--- config.mk ---
export PLATFORM = sky130hd
export DESIGN_NAME = ddr3_cfg_decoder
export DESIGN_NICKNAME = d
export VERILOG_FILES = /design/src/rtl/ddr3_dec_pkg.sv /design/src/rtl/ddr3_byte_capture.sv /design/src/rtl/ddr3_serial_mul.sv /design/src/rtl/ddr3_serial_div.sv /design/src/rtl/ddr3_tck_seq.sv /design/src/rtl/ddr3_cfg_decoder.sv
export SDC_FILE = /design/constraint.sdc
export NUM_CORES = 1
export LEC_CHECK = 0
export ABC_AREA = 1
export BUFFER_PORTS_ARGS = -buffer_cell sky130_fd_sc_hd__buf_2
export CAP_MARGIN = 40
export CELL_PAD_IN_SITES_DETAIL_PLACEMENT = 0
export CELL_PAD_IN_SITES_GLOBAL_PLACEMENT = 1
export CORE_MARGIN = 3
export CORE_UTILIZATION = 40
export CTS_BUF_LIST = sky130_fd_sc_hd__clkbuf_2
export DETAILED_ROUTE_END_ITERATION = 16
export HOLD_SLACK_MARGIN = 0.08
export MAX_ROUTING_LAYER = met4
export PLACE_DENSITY_LB_ADDON = 0.2
export SLEW_MARGIN = 0
export SYNTH_ARGS = -nofsm -noshare
export SYNTH_HDL_FRONTEND = slang
export SYNTH_SLANG_ARGS = --single-unit
--- constraint.sdc ---
create_clock -name clk_i -period 11.55 [get_ports clk_i]
set_input_delay 0.5775 -clock clk_i [delete_from_list [all_inputs] [get_ports clk_i]]
set_output_delay 0.5775 -clock clk_i [all_outputs]
set_load 0.05 [all_outputs]
--- src/rtl/ddr3_dec_pkg.sv ---
package ddr3_dec_pkg;
  localparam int unsigned ADDR_W     = 8;
  localparam int unsigned BYTE_W     = 8;
  localparam int unsigned NUM_FIELDS = 10;
  localparam int unsigned PROD_W     = 26;  // 255*1000*255 < 2^26
  localparam int unsigned TCK_W      = 28;
  localparam int unsigned CAP_W      = 32;
  localparam int unsigned CAS_W      = 15;
  localparam int unsigned NS_TO_PS   = 1000;
  localparam int unsigned EXP_W      = 7;

  localparam int unsigned IDX_DENS    = 0;
  localparam int unsigned IDX_ORG     = 1;
  localparam int unsigned IDX_BUSW    = 2;
  localparam int unsigned IDX_FTB     = 3;
  localparam int unsigned IDX_MTB_DVD = 4;
  localparam int unsigned IDX_MTB_DVS = 5;
  localparam int unsigned IDX_TCK     = 6;
  localparam int unsigned IDX_CAS_LO  = 7;
  localparam int unsigned IDX_CAS_HI  = 8;
  localparam int unsigned IDX_FINE    = 9;

  function automatic logic [ADDR_W-1:0] field_addr(input int unsigned idx);
    case (idx)
      IDX_DENS:    return ADDR_W'(4);
      IDX_ORG:     return ADDR_W'(7);
      IDX_BUSW:    return ADDR_W'(8);
      IDX_FTB:     return ADDR_W'(9);
      IDX_MTB_DVD: return ADDR_W'(10);
      IDX_MTB_DVS: return ADDR_W'(11);
      IDX_TCK:     return ADDR_W'(12);
      IDX_CAS_LO:  return ADDR_W'(14);
      IDX_CAS_HI:  return ADDR_W'(15);
      IDX_FINE:    return ADDR_W'(34);
      default:     return '1;
    endcase
  endfunction

  typedef enum logic [2:0] {
    S_IDLE, S_MUL_NS, S_MUL_MTB, S_DIV_MTB, S_MUL_FTB, S_DIV_FTB, S_FIN
  } seq_state_e;
endpackage

--- src/rtl/ddr3_byte_capture.sv ---
module ddr3_byte_capture
  import ddr3_dec_pkg::*;
#(
  parameter int unsigned N = NUM_FIELDS
) (
  input  logic                        clk_i,
  input  logic                        rst_ni,
  input  logic                        we_i,
  input  logic                        clr_i,
  input  logic [ADDR_W-1:0]           addr_i,
  input  logic [BYTE_W-1:0]           data_i,
  output logic [N-1:0][BYTE_W-1:0]    bytes_o,
  output logic [N-1:0]                seen_o
);
  for (genvar g = 0; g < N; g++) begin : g_slot
    localparam logic [ADDR_W-1:0] SLOT_ADDR = field_addr(g);
    logic [BYTE_W-1:0] val_q;
    logic              seen_q;

    always_ff @(posedge clk_i or negedge rst_ni) begin
      if (!rst_ni) begin
        val_q  <= '0;
        seen_q <= 1'b0;
      end else if (clr_i) begin
        val_q  <= '0;
        seen_q <= 1'b0;
      end else if (we_i && addr_i == SLOT_ADDR) begin
        val_q  <= data_i;
        seen_q <= 1'b1;
      end
    end

    assign bytes_o[g] = val_q;
    assign seen_o[g]  = seen_q;
  end

  assert_clear_empty_R10: assert property (@(posedge clk_i) disable iff (!rst_ni)
    clr_i |=> (seen_o == '0 && bytes_o == '0));
endmodule

--- src/rtl/ddr3_serial_mul.sv ---
module ddr3_serial_mul #(
  parameter int unsigned AW = 26,
  parameter int unsigned BW = 8
) (
  input  logic          clk_i,
  input  logic          rst_ni,
  input  logic          start_i,
  input  logic [AW-1:0] a_i,
  input  logic [BW-1:0] b_i,
  output logic          busy_o,
  output logic          done_o,
  output logic [AW-1:0] p_o
);
  localparam int unsigned CNT_W = $clog2(BW + 1);

  logic [AW-1:0]    acc_q, ma_q;
  logic [BW-1:0]    mb_q;
  logic [CNT_W-1:0] cnt_q;
  logic             busy_q, done_q;

  always_ff @(posedge clk_i or negedge rst_ni) begin
    if (!rst_ni) begin
      acc_q  <= '0;
      ma_q   <= '0;
      mb_q   <= '0;
      cnt_q  <= '0;
      busy_q <= 1'b0;
      done_q <= 1'b0;
    end else begin
      done_q <= 1'b0;
      if (start_i) begin
        acc_q  <= '0;
        ma_q   <= a_i;
        mb_q   <= b_i;
        cnt_q  <= CNT_W'(BW);
        busy_q <= 1'b1;
      end else if (busy_q) begin
        if (mb_q[0]) acc_q <= acc_q + ma_q;
        ma_q  <= ma_q << 1;
        mb_q  <= mb_q >> 1;
        cnt_q <= cnt_q - CNT_W'(1);
        if (cnt_q == CNT_W'(1)) begin
          busy_q <= 1'b0;
          done_q <= 1'b1;
        end
      end
    end
  end

  assign busy_o = busy_q;
  assign done_o = done_q;
  assign p_o    = acc_q;

  assert_mul_idle_start_R3: assert property (@(posedge clk_i) disable iff (!rst_ni)
    start_i |-> !busy_q);
  assert_mul_count_R3: assert property (@(posedge clk_i) disable iff (!rst_ni)
    busy_q |-> cnt_q != '0);
endmodule

--- src/rtl/ddr3_serial_div.sv ---
module ddr3_serial_div #(
  parameter int unsigned NW = 26,
  parameter int unsigned DW = 8
) (
  input  logic          clk_i,
  input  logic          rst_ni,
  input  logic          start_i,
  input  logic [NW-1:0] n_i,
  input  logic [DW-1:0] d_i,
  output logic          busy_o,
  output logic          done_o,
  output logic [NW-1:0] q_o
);
  localparam int unsigned CNT_W = $clog2(NW + 1);

  logic [NW-1:0]    q_q;
  logic [DW-1:0]    r_q, dv_q;
  logic [CNT_W-1:0] cnt_q;
  logic             busy_q, done_q;
  logic [DW:0]      trial, diff;
  logic             ge;

  assign trial = {r_q, q_q[NW-1]};
  assign ge    = trial >= {1'b0, dv_q};
  assign diff  = trial - {1'b0, dv_q};

  always_ff @(posedge clk_i or negedge rst_ni) begin
    if (!rst_ni) begin
      q_q    <= '0;
      r_q    <= '0;
      dv_q   <= '0;
      cnt_q  <= '0;
      busy_q <= 1'b0;
      done_q <= 1'b0;
    end else begin
      done_q <= 1'b0;
      if (start_i) begin
        q_q    <= n_i;
        r_q    <= '0;
        dv_q   <= d_i;
        cnt_q  <= CNT_W'(NW);
        busy_q <= 1'b1;
      end else if (busy_q) begin
        r_q   <= ge ? diff[DW-1:0] : trial[DW-1:0];
        q_q   <= {q_q[NW-2:0], ge};
        cnt_q <= cnt_q - CNT_W'(1);
        if (cnt_q == CNT_W'(1)) begin
          busy_q <= 1'b0;
          done_q <= 1'b1;
        end
      end
    end
  end

  assign busy_o = busy_q;
  assign done_o = done_q;
  assign q_o    = q_q;

  assert_div_nonzero_R4: assert property (@(posedge clk_i) disable iff (!rst_ni)
    start_i |-> d_i != '0);
  assert_div_rem_R3: assert property (@(posedge clk_i) disable iff (!rst_ni)
    busy_q |-> r_q < dv_q);
endmodule

--- src/rtl/ddr3_tck_seq.sv ---
module ddr3_tck_seq
  import ddr3_dec_pkg::*;
#(
  parameter int unsigned PW = PROD_W,
  parameter int unsigned TW = TCK_W
) (
  input  logic                 clk_i,
  input  logic                 rst_ni,
  input  logic                 go_i,
  input  logic [BYTE_W-1:0]    tck_mtb_i,
  input  logic [BYTE_W-1:0]    fine_i,
  input  logic [BYTE_W-1:0]    ftb_i,
  input  logic [BYTE_W-1:0]    mtb_dvd_i,
  input  logic [BYTE_W-1:0]    mtb_dvs_i,
  output logic                 busy_o,
  output logic                 fin_o,
  output logic                 div_ok_o,
  output logic signed [TW-1:0] tck_o
);
  localparam int unsigned NIB = BYTE_W / 2;

  seq_state_e         state_q;
  logic               launched_q;
  logic [PW-1:0]      t1_q;
  logic signed [TW-1:0] tck_q;

  logic               mul_start, mul_busy, mul_done;
  logic               div_start, div_busy, div_done;
  logic [PW-1:0]      mul_a, mul_p, div_q;
  logic [BYTE_W-1:0]  mul_b, div_d, fine_mag;
  logic signed [TW-1:0] t1_s, q2_s;

  assign div_ok_o = (ftb_i[NIB-1:0] != '0) && (mtb_dvs_i != '0);
  assign fine_mag = fine_i[BYTE_W-1] ? (~fine_i + BYTE_W'(1)) : fine_i;

  assign mul_start = !launched_q &&
    (state_q == S_MUL_NS || state_q == S_MUL_MTB || state_q == S_MUL_FTB);
  assign div_start = !launched_q && (state_q == S_DIV_MTB || state_q == S_DIV_FTB);

  always_comb begin
    mul_a = PW'(NS_TO_PS);
    mul_b = tck_mtb_i;
    if (state_q == S_MUL_MTB) begin
      mul_a = mul_p;
      mul_b = mtb_dvd_i;
    end else if (state_q == S_MUL_FTB) begin
      mul_a = PW'(fine_mag);
      mul_b = BYTE_W'(ftb_i[BYTE_W-1:NIB]);
    end
  end

  assign div_d = (state_q == S_DIV_MTB) ? mtb_dvs_i : BYTE_W'(ftb_i[NIB-1:0]);

  ddr3_serial_mul #(.AW(PW), .BW(BYTE_W)) u_mul (
    .clk_i, .rst_ni, .start_i(mul_start), .a_i(mul_a), .b_i(mul_b),
    .busy_o(mul_busy), .done_o(mul_done), .p_o(mul_p)
  );

  ddr3_serial_div #(.NW(PW), .DW(BYTE_W)) u_div (
    .clk_i, .rst_ni, .start_i(div_start), .n_i(mul_p), .d_i(div_d),
    .busy_o(div_busy), .done_o(div_done), .q_o(div_q)
  );

  assign t1_s = $signed({{(TW-PW){1'b0}}, t1_q});
  assign q2_s = $signed({{(TW-PW){1'b0}}, div_q});

  always_ff @(posedge clk_i or negedge rst_ni) begin
    if (!rst_ni) begin
      state_q    <= S_IDLE;
      launched_q <= 1'b0;
      t1_q       <= '0;
      tck_q      <= '0;
    end else begin
      if (mul_start || div_start) launched_q <= 1'b1;
      unique case (state_q)
        S_IDLE: if (go_i) begin
          tck_q      <= '0;
          launched_q <= 1'b0;
          state_q    <= div_ok_o ? S_MUL_NS : S_FIN;
        end
        S_MUL_NS:  if (mul_done) begin state_q <= S_MUL_MTB; launched_q <= 1'b0; end
        S_MUL_MTB: if (mul_done) begin state_q <= S_DIV_MTB; launched_q <= 1'b0; end
        S_DIV_MTB: if (div_done) begin
          t1_q       <= div_q;
          state_q    <= S_MUL_FTB;
          launched_q <= 1'b0;
        end
        S_MUL_FTB: if (mul_done) begin state_q <= S_DIV_FTB; launched_q <= 1'b0; end
        S_DIV_FTB: if (div_done) begin
          tck_q      <= fine_i[BYTE_W-1] ? t1_s - q2_s : t1_s + q2_s;
          state_q    <= S_FIN;
          launched_q <= 1'b0;
        end
        S_FIN:   state_q <= S_IDLE;
        default: state_q <= S_IDLE;
      endcase
    end
  end

  assign busy_o = state_q != S_IDLE;
  assign fin_o  = state_q == S_FIN;
  assign tck_o  = tck_q;

  assert_units_exclusive_R3: assert property (@(posedge clk_i) disable iff (!rst_ni)
    !(mul_busy && div_busy));
  assert_fin_idle_R9: assert property (@(posedge clk_i) disable iff (!rst_ni)
    fin_o |=> !busy_o);
endmodule

--- src/rtl/ddr3_cfg_decoder.sv ---
module ddr3_cfg_decoder
  import ddr3_dec_pkg::*;
(
  input  logic                    clk_i,
  input  logic                    rst_ni,
  input  logic [ADDR_W-1:0]       addr_i,
  input  logic [BYTE_W-1:0]       data_i,
  input  logic                    valid_i,
  input  logic                    end_i,
  output logic signed [TCK_W-1:0] tck_ps_o,
  output logic [CAS_W-1:0]        cas_map_o,
  output logic [CAP_W-1:0]        cap_mib_o,
  output logic                    err_o,
  output logic                    done_o
);
  localparam int unsigned RANK_W = 4;

  logic [NUM_FIELDS-1:0][BYTE_W-1:0] fb;
  logic [NUM_FIELDS-1:0]             seen;
  logic                              busy, fin, div_ok, end_go, missing;
  logic signed [TCK_W-1:0]           seq_tck;
  logic signed [EXP_W-1:0]           cap_exp;
  logic [RANK_W-1:0]                 ranks;
  logic [CAP_W-1:0]                  cap_base, cap_val;
  logic                              unused_bits;

  assign end_go  = end_i && !busy;
  assign missing = !(&seen);

  ddr3_byte_capture #(.N(NUM_FIELDS)) u_cap (
    .clk_i, .rst_ni, .we_i(valid_i && !busy), .clr_i(fin),
    .addr_i, .data_i, .bytes_o(fb), .seen_o(seen)
  );

  ddr3_tck_seq #(.PW(PROD_W), .TW(TCK_W)) u_seq (
    .clk_i, .rst_ni, .go_i(end_go),
    .tck_mtb_i(fb[IDX_TCK]), .fine_i(fb[IDX_FINE]), .ftb_i(fb[IDX_FTB]),
    .mtb_dvd_i(fb[IDX_MTB_DVD]), .mtb_dvs_i(fb[IDX_MTB_DVS]),
    .busy_o(busy), .fin_o(fin), .div_ok_o(div_ok), .tck_o(seq_tck)
  );

  // capacity exponent in MiB: bus width / device width * chip bits / 2^23
  assign cap_exp = $signed({4'b0, fb[IDX_BUSW][2:0]}) - $signed({4'b0, fb[IDX_ORG][2:0]})
                 + $signed({3'b0, fb[IDX_DENS][3:0]}) + 7'sd6;
  assign ranks   = RANK_W'(fb[IDX_ORG][5:3]) + RANK_W'(1);

  always_comb begin
    cap_base = cap_exp[EXP_W-1] ? '0 : (CAP_W'(1) << cap_exp[EXP_W-2:0]);
    cap_val  = '0;
    for (int k = 0; k < RANK_W; k++) begin
      if (ranks[k]) cap_val = cap_val + (cap_base << k);
    end
  end

  always_ff @(posedge clk_i or negedge rst_ni) begin
    if (!rst_ni) begin
      tck_ps_o  <= '0;
      cas_map_o <= '0;
      cap_mib_o <= '0;
      err_o     <= 1'b0;
      done_o    <= 1'b0;
    end else if (fin) begin
      tck_ps_o  <= div_ok ? seq_tck : '0;
      cas_map_o <= {fb[IDX_CAS_HI][CAS_W-BYTE_W-1:0], fb[IDX_CAS_LO]};
      cap_mib_o <= cap_val;
      err_o     <= missing || !div_ok || cap_exp[EXP_W-1];
      done_o    <= 1'b1;
    end else if (end_go) begin
      done_o    <= 1'b0;
    end
  end

  assign unused_bits = ^{fb[IDX_DENS][7:4], fb[IDX_ORG][7:6], fb[IDX_BUSW][7:3],
                         fb[IDX_CAS_HI][7]};

  assert_done_hold_R9: assert property (@(posedge clk_i) disable iff (!rst_ni)
    done_o && !end_i |=> done_o);
  assert_out_stable_R9: assert property (@(posedge clk_i) disable iff (!rst_ni)
    done_o && $past(done_o) |-> $stable(tck_ps_o) && $stable(cap_mib_o) && $stable(cas_map_o));
  assert_div_zero_err_R4: assert property (@(posedge clk_i) disable iff (!rst_ni)
    fin && !div_ok |=> err_o && tck_ps_o == '0);
  assert_cap_zero_err_R7: assert property (@(posedge clk_i) disable iff (!rst_ni)
    done_o && cap_mib_o == '0 |-> err_o);
  assert_cap_shape_R6: assert property (@(posedge clk_i) disable iff (!rst_ni)
    done_o && cap_mib_o != '0 |-> $countones(cap_mib_o) <= 3);
  assert_missing_err_R8: assert property (@(posedge clk_i) disable iff (!rst_ni)
    fin && missing |=> err_o);
endmodule

==> flow_summary.yaml, run 1 <==
clocking:
  clock-root-buffer: "sky130_fd_sc_hd__clkbuf_2"
  cts.reportedPaths.clkPinSlew_ns: 0.10
  clkSinkCount: 328
  cts_buffer_depth: 3
  post_cts_buffers: 0
  cts_tree: "yes"
  post_cts_sizing: 0
  cts-hold-fix-buffers: 30
  clock_latency_ns: 1.11
  ctsHtreeMaxLevel: 3
  tritoncts.num_buffers: 90
power:
  power.static_leakage_nw: 14.8
  vdd.ir_drop.worst_v: 0.000214
  pwr_density_cell_nw_per_um2: 285
hold_path:
  worstHoldPathType: "primary input to register"
sta:
  final-max-slew-violation-count: 0
  slew_headroom_pct: 29.3
  worst_clock_skew_ns: 0.0924
  timing.final.crit_period_ns: 8.94
  rsz0062_at_grt: "false"
  actual_transition_at_the_worst_max_transition_pin_ns: 1.06
  finalSetupViolations: 0
  timing.setup.tns_ns: 0
  max_clock_freq_mhz: 112
  final_min_period_over_clock_period_pct: 77.4
  final_hold_viol_count: 0
worst_setup_path:
  startpoint_type: "register"
  worst_path_maximum_fanout: 18
  worst_path_most_repeated_cell: "sky130_fd_sc_hd__nand2_1"
  kind_of_end_point_of_the_critical_path: "register"
  worstPathRequired_ns: 12.49
  worst_path_largest_cell_delay_ns: 0.42
  worst_ep_arrival_time_ns: 9.88
  worst-setup-path-type: "register to register"
  highest_delay_cell_along_the_critical_path: "sky130_fd_sc_hd__nand2_1"
global_route:
  grt_overflow_total: 0
  grt_pass1_wl_um: 138000
  globalRouteTotalUtil_pct: 26.5
  grt_max_degree: 157
  number_of_global_route_vias_before_repair: 24900
  grt_antenna_before_repair: 5
synthesis:
  syn_area_per_cell_um2: 6.79
  net_count_after_synthesis: 4030
  yosys.cell_count.top_type: "sky130_fd_sc_hd__nand2_1"
  synthDistinctLibCells: 59
  postSynth.asyncResetShare_pct: 100
  synth_edf_count: 0
  synth_largest_type_area_fraction_pct: 31.7
  synthFlopType: "sky130_fd_sc_hd__dfrtp_1"
  synth_seq_cells: 328
  synth-seq-area-share_pct: 31.7
  synth-warning-count: 0
  biggest_area_contributors_in_the_synthesized_netlist: "sky130_fd_sc_hd__dfrtp_1, sky130_fd_sc_hd__nand2_1, sky130_fd_sc_hd__ha_1"
  netlist_area_um2: 25900
  synth_top_cells_by_count: "sky130_fd_sc_hd__nand2_1, sky130_fd_sc_hd__inv_1, sky130_fd_sc_hd__o21ai_0"
  post_synth_inst_count: 3811
  synth_largest_area_cell: "sky130_fd_sc_hd__dfrtp_1"
job:
  drv.max_cap_violation_count: 0
drt:
  post_detailed_route_wirelength_per_cell_um: 17.9
  dr.pass1.iters: 6
  route.detailed.vias_per_inst: 5.31
  drtIter0Drc: 1989
  route.final.wire_length_um: 87200
  dr_total_vias: 25800
  detail-route-antenna-nets: 0
  remaining_routing_drc_violations: 0
floorplanning:
  rows: 92
  initial_utilization_pct: 40.7
  top_level_ports: 97
  floorplan.die.height_um: 260
  dieArea_um2: 67800
  core_area_um2: 63500
  die_width_um: 260
final_layout:
  syn_to_final_growth_pct: 9.55
  share_of_final_layout_standard_cells_stronger_than_drive_strength_1_pct: 8.40
  fin_nets: 4162
  finish.instance_area_um2: 28400
  post-route-util_pct: 44.6
placement:
  port-buffer-count: 96
  detailed_place.area_um2: 27200
  weighted_congestion_reported_at_the_end_of_routability_driven_placement: 0.966
  hpwlAfterDp_um: 67800
run_status:
  status: "completed"
[stage by stage]
stage	hold slack (ns)	setup WS, ns	instances	total power [mW]
finish	0.197	2.61	4863	8.10
global route	0.255	1.80	4863	8.92
CTS	0.0906	2.81	4856	8.13
detailed placement	0.454	2.86	4667	7.19
global placement	0.451	2.69	4660	7.17
floorplan	0.282	4.56	3811	5.79
[report_power, final]
part | internal (mW) | total (mW) | switching (mW) | leakage (nW)
Clock | 0.355 | 0.886 | 0.530 | 0.640
Combinational | 1.58 | 5.39 | 3.81 | 9.90
Sequential | 1.54 | 1.82 | 0.285 | 4.30
Total | 3.47 | 8.10 | 4.62 | 14.8
[flip-flops by register name, indices dropped and copies added (netlist names), 3 cells and up]
name / flops
u_seq.state_q: 3
u_cap.g_slot.seen_q: 10
u_cap.g_slot.val_q: 68
u_seq.u_div.q_o: 26
u_seq.u_mul.mb_q: 8
u_seq.u_mul.p_o: 26
u_seq.t1_q: 26
u_seq.u_div.dv_q: 8
cap_mib_o: 32
tck_ps_o: 28
u_seq.u_mul.ma_q: 26
cas_map_o: 15
u_seq.u_div.r_q: 8
u_seq.u_mul.cnt_q: 4
u_seq.u_div.cnt_q: 5
u_seq.tck_o: 28
[critical path: cells and delay by family (launching register included)]
kind / cells / cell delay, ns
buffers and inverters: 5 / 0.45
adder cells (fa/ha/maj): 7 / 2.27
XOR/XNOR: 2 / 0.38
flip-flops: 1 / 0.36
AO/OA/AOI/OAI: 6 / 1.21
AND/OR/NAND/NOR: 24 / 4.16
[layer usage]
metal | share of wire (%) | global-route usage [%] | vias to the layer above | routed length (um)
li1 | - | - | 12900 | -
met1 | 49 | 37.6 | 12000 | 43100
met2 | 42 | 38.8 | 750 | 36400
met3 | 6.8 | 5.17 | 125 | 5970
met4 | 2.0 | 6.49 | 0 | 1720
met5 | 0 | - | - | 0
[cell usage in the layout (no fill, tap or decap), types with 10 or more instances in the layout]
cell type                       netlist  final
sky130_fd_sc_hd__a21o_1              13     13
sky130_fd_sc_hd__a21oi_1            234    234
sky130_fd_sc_hd__a31oi_1             15     15
sky130_fd_sc_hd__buf_2               12     95
sky130_fd_sc_hd__buf_4                7     21
sky130_fd_sc_hd__clkbuf_2             0    132
sky130_fd_sc_hd__clkinv_1             4     18
sky130_fd_sc_hd__dfrtp_1            328    328
sky130_fd_sc_hd__dlygate4sd3_1        0     29
sky130_fd_sc_hd__ha_1               190    190
sky130_fd_sc_hd__inv_1              463    463
sky130_fd_sc_hd__nand2_1           1028   1028
sky130_fd_sc_hd__nand3_1            262    262
sky130_fd_sc_hd__nand4_1             48     48
sky130_fd_sc_hd__nor2_1             355    351
sky130_fd_sc_hd__nor3_1              62     62
sky130_fd_sc_hd__nor3_2              11     11
sky130_fd_sc_hd__o211ai_1            16     16
sky130_fd_sc_hd__o21ai_0            361    361
sky130_fd_sc_hd__o21ai_1             10     10
sky130_fd_sc_hd__o21bai_1            25     25
sky130_fd_sc_hd__o221ai_1            22     22
sky130_fd_sc_hd__o22ai_1             42     42
sky130_fd_sc_hd__or2_2               13     13
sky130_fd_sc_hd__xnor2_1             31     31
sky130_fd_sc_hd__xor2_1              46     46
[cell families after synthesis]
| logic type | Yosys count | synth area share [%] |
|---|---|---|
| AOI/OAI and AO/OA | 793 | 17.1 |
| and+or+nand+nor | 1828 | 29.6 |
| buffers and inverters | 585 | 8.99 |
| DFF | 328 | 31.7 |
| xor gates and xnor gates | 78 | 2.71 |
| adders and majority gates | 199 | 9.88 |
[final timing paths]
| kind | cells past startpoint | slack [ns] | end | start |
|---|---|---|---|---|
| setup / recovery | 44 | 2.61 | cap_mib_o[23] | u_cap.g_slot[1].val_q[2] |
| hold / removal | 6 | 0.20 | u_cap.g_slot[9].val_q[6] | addr_i[5] |
| setup reg to reg | 44 | 2.61 | cap_mib_o[23] | u_cap.g_slot[1].val_q[2] |
| hold reg to reg | 2 | 0.47 | cas_map_o[9] | cas_map_o[9] |
| max in group asynchronous | 5 | 9.19 | u_cap.g_slot[1].val_q[1] | rst_ni |
| min in group asynchronous | 4 | 0.60 | cap_mib_o[15] | rst_ni |
[final cells by class]
| type | count | area (um^2) |
|---|---|---|
| fill | 6925 | 35200 |
| multi-input combinational | 2898 | 15400 |
| sequential | 328 | 8210 |
| inverter | 473 | 1780 |
| timing repair buffer | 152 | 1090 |
| tap | 846 | 1060 |
| clock buffer | 132 | 661 |
| clock inverter | 27 | 180 |
| antenna | 7 | 17.5 |
Note: power is estimated with default switching activity, not from simulation.
==> run 2: changes to the inputs <==
- clock period: 11.55 -> 8.6 ns (I/O delays scaled with it)
==> run 2 against run 1 <==
Effect of this change:
- sequential share of layout area decreased by 0.85 points
- fmax increased by 11%
- wire length shrank 0.15%
- final cell count rose by 1.3%
- non-clock buffer count is 73 higher
- clock-buffer cell count grew 1
- clock power is 32% higher
- flip-flop and latch count unchanged
- combinational power rose by 44%
- first-iteration DRC count up 7.7%
- power grew 41%
- clock skew grew 0.0059 ns
- largest cell class unchanged
- largest power group unchanged
==> flow_summary.yaml, run 2 (same netlist as run 1, synthesis figures left out) <==
sta:
  final_hold_viol_count: 0
  actual_transition_at_the_worst_max_transition_pin_ns: 0.929
  slew_headroom_pct: 38.1
  final.setup.worst_slack_ns: 0.576
  worst_clock_skew_ns: 0.0983
  rsz0062_at_grt: "true"
  finalSetupViolations: 0
  final-max-slew-violation-count: 0
  final_min_period_over_clock_period_pct: 93.3
  timing.final.crit_period_ns: 8.02
  max_clock_freq_mhz: 125
  worst_hold_slack_ns: 0.355
worst_setup_path:
  worst_path_most_repeated_cell: "sky130_fd_sc_hd__nand2_1"
  worst_ep_arrival_time_ns: 8.98
  kind_of_end_point_of_the_critical_path: "register"
  worst_path_maximum_fanout: 9
  worst-setup-path-type: "register to register"
  highest_delay_cell_along_the_critical_path: "sky130_fd_sc_hd__fa_1"
  worstPathRequired_ns: 9.56
  worst_path_largest_cell_delay_ns: 0.48
  startpoint_type: "register"
drt:
  drtIter0Drc: 2143
  route.final.wire_length_um: 87100
  remaining_routing_drc_violations: 0
  detail-route-antenna-nets: 0
  dr.pass1.iters: 9
  route.detailed.vias_per_inst: 5.27
  dr_total_vias: 26000
  post_detailed_route_wirelength_per_cell_um: 17.7
placement:
  place_worst_setup_slack_ns: -0.0767
  hpwlAfterDp_um: 67500
  numPlacedInstances: 4733
  weighted_congestion_reported_at_the_end_of_routability_driven_placement: 0.957
  detailed_place.area_um2: 27700
  port-buffer-count: 96
global_route:
  globalRouteTotalUtil_pct: 26.4
  grt_overflow_total: 0
  number_of_global_route_vias_before_repair: 25100
  grt_pass1_wl_um: 137000
  grt_antenna_before_repair: 2
  grt_max_degree: 151
power:
  pwr_density_cell_nw_per_um2: 389
  power.switching_mw: 6.43
  clkPwrFrac_pct: 10.3
  power.static_leakage_nw: 15.2
  internal_power_mw: 4.95
  power_frac_comb_pct: 68.3
  p_sw_share_pct: 56.5
  vdd.ir_drop.worst_v: 0.000384
  sequentialPowerShare_pct: 21.4
final_layout:
  finish.instance_area_um2: 29200
  most_common_cell_after_layout_fill_and_taps_aside: "sky130_fd_sc_hd__nand2_1"
  biggest_registers_after_layout: "u_cap.g_slot.val_q: 68 flops, cap_mib_o: 32 flops"
  footprint_of_the_multi_input_gates_um2: 15700
  fin_nets: 4237
  final-instance-count-excl-fill: 4928
  largest_register_ff_count: 68
  seq_area_um2: 8210
  post-route-util_pct: 46.0
  most-common-layout-cells: "sky130_fd_sc_hd__nand2_1, sky130_fd_sc_hd__inv_1, sky130_fd_sc_hd__o21ai_0"
  syn_to_final_growth_pct: 12.9
  max_flop_register: "u_cap.g_slot.val_q"
  final.fill_count: 6901
  share_of_final_layout_standard_cells_stronger_than_drive_strength_1_pct: 11.7
clocking:
  tritoncts.num_buffers: 92
  cts_tree: "yes"
  clock_latency_ns: 1.11
  ctsHtreeMaxLevel: 3
  cts_buffer_depth: 3
  cts.reportedPaths.clkPinSlew_ns: 0.10
  clkSinkCount: 328
  clock-root-buffer: "sky130_fd_sc_hd__clkbuf_2"
hold_path:
  worstHoldPathType: "primary input to register"
run_status:
  status: "completed"
floorplanning:
  top_level_ports: 97
  die_width_um: 260
  rows: 92
  dieArea_um2: 67800
  core_area_um2: 63500
  initial_utilization_pct: 40.7
  floorplan.die.height_um: 260
job:
  drv.max_cap_violation_count: 0
run 2: changes by cell type in the layout (fill, tap and decap cells not counted), sizes merged:
cell,delta
dlygate4sd3,+3
bufinv,-1
clkinv,-2
buf,+70
clkbuf,+1
diode,-6
run 2: path summary, 6_finish.rpt:
check | startpoint | endpoint | slack (ns) | cells past startpoint
setup / recovery | u_cap.g_slot[2].val_q[0] | cap_mib_o[22] | 0.58 | 47
hold / removal | data_i[7] | u_cap.g_slot[5].val_q[7] | 0.36 | 4
setup reg to reg | u_cap.g_slot[2].val_q[0] | cap_mib_o[22] | 0.58 | 47
hold reg to reg | cas_map_o[9] | cas_map_o[9] | 0.47 | 2
max in group asynchronous | rst_ni | cap_mib_o[0] | 7.22 | 4
min in group asynchronous | rst_ni | u_seq.u_div.q_o[21] | 0.50 | 4
run 2: area by class of cell:
cell class | instances | area share (%)
clock buffer | 133 | 2.28
multi-input combinational | 2898 | 53.8
timing repair buffer | 225 | 5.56
tap | 846 | 3.62
clock inverter | 24 | 0.608
sequential | 328 | 28.1
inverter | 473 | 6.09
antenna | 1 | 0.00856
run 2: through the flow:
stage / power [mW] / setup TNS, ns
detailed placement: 9.84 / -0.0767
CTS: 11.1 / 0
finish: 11.4 / 0
global route: 12.5 / -0.0492
global placement: 9.82 / -0.221
floorplan: 7.78 / 0
run 2: critical path: cells and delay by family (launching register included):
| kind | cells | cell delay (ns) |
|---|---|---|
| and+or+nand+nor | 22 | 2.86 |
| buffers and inverters | 9 | 0.56 |
| adders and majority gates | 8 | 2.46 |
| DFF | 1 | 0.39 |
| AOI/OAI and AO/OA | 7 | 1.32 |
| xor gates and xnor gates | 1 | 0.29 |
run 2: power groups by stage:
stage	Clock [mW]	Sequential (mW)	Combinational [mW]
2_1_floorplan	0	2.79	4.98
3_3_place_gp	0	2.45	7.37
3_5_place_dp	0	2.46	7.38
4_1_cts	1.22	2.43	7.42
5_1_grt	1.31	2.50	8.69
6_report	1.17	2.44	7.77
run 2: timing repair:
item,CTS,global route
pin swaps,0,6
endpoints found under the hold margin,210,0
setup endpoints to repair,2,19
setup buffers,0,4
resized for setup,2,93
hold buffers,33,0
run 2: layer usage:
layer / vias up / global-route usage, % / wire length (um)
met5: - / - / 0
met4: 0 / 6.94 / 1880
met3: 117 / 4.24 / 5810
met2: 736 / 38.3 / 36200
met1: 12100 / 38.1 / 43200
li1: 13100 / - / -
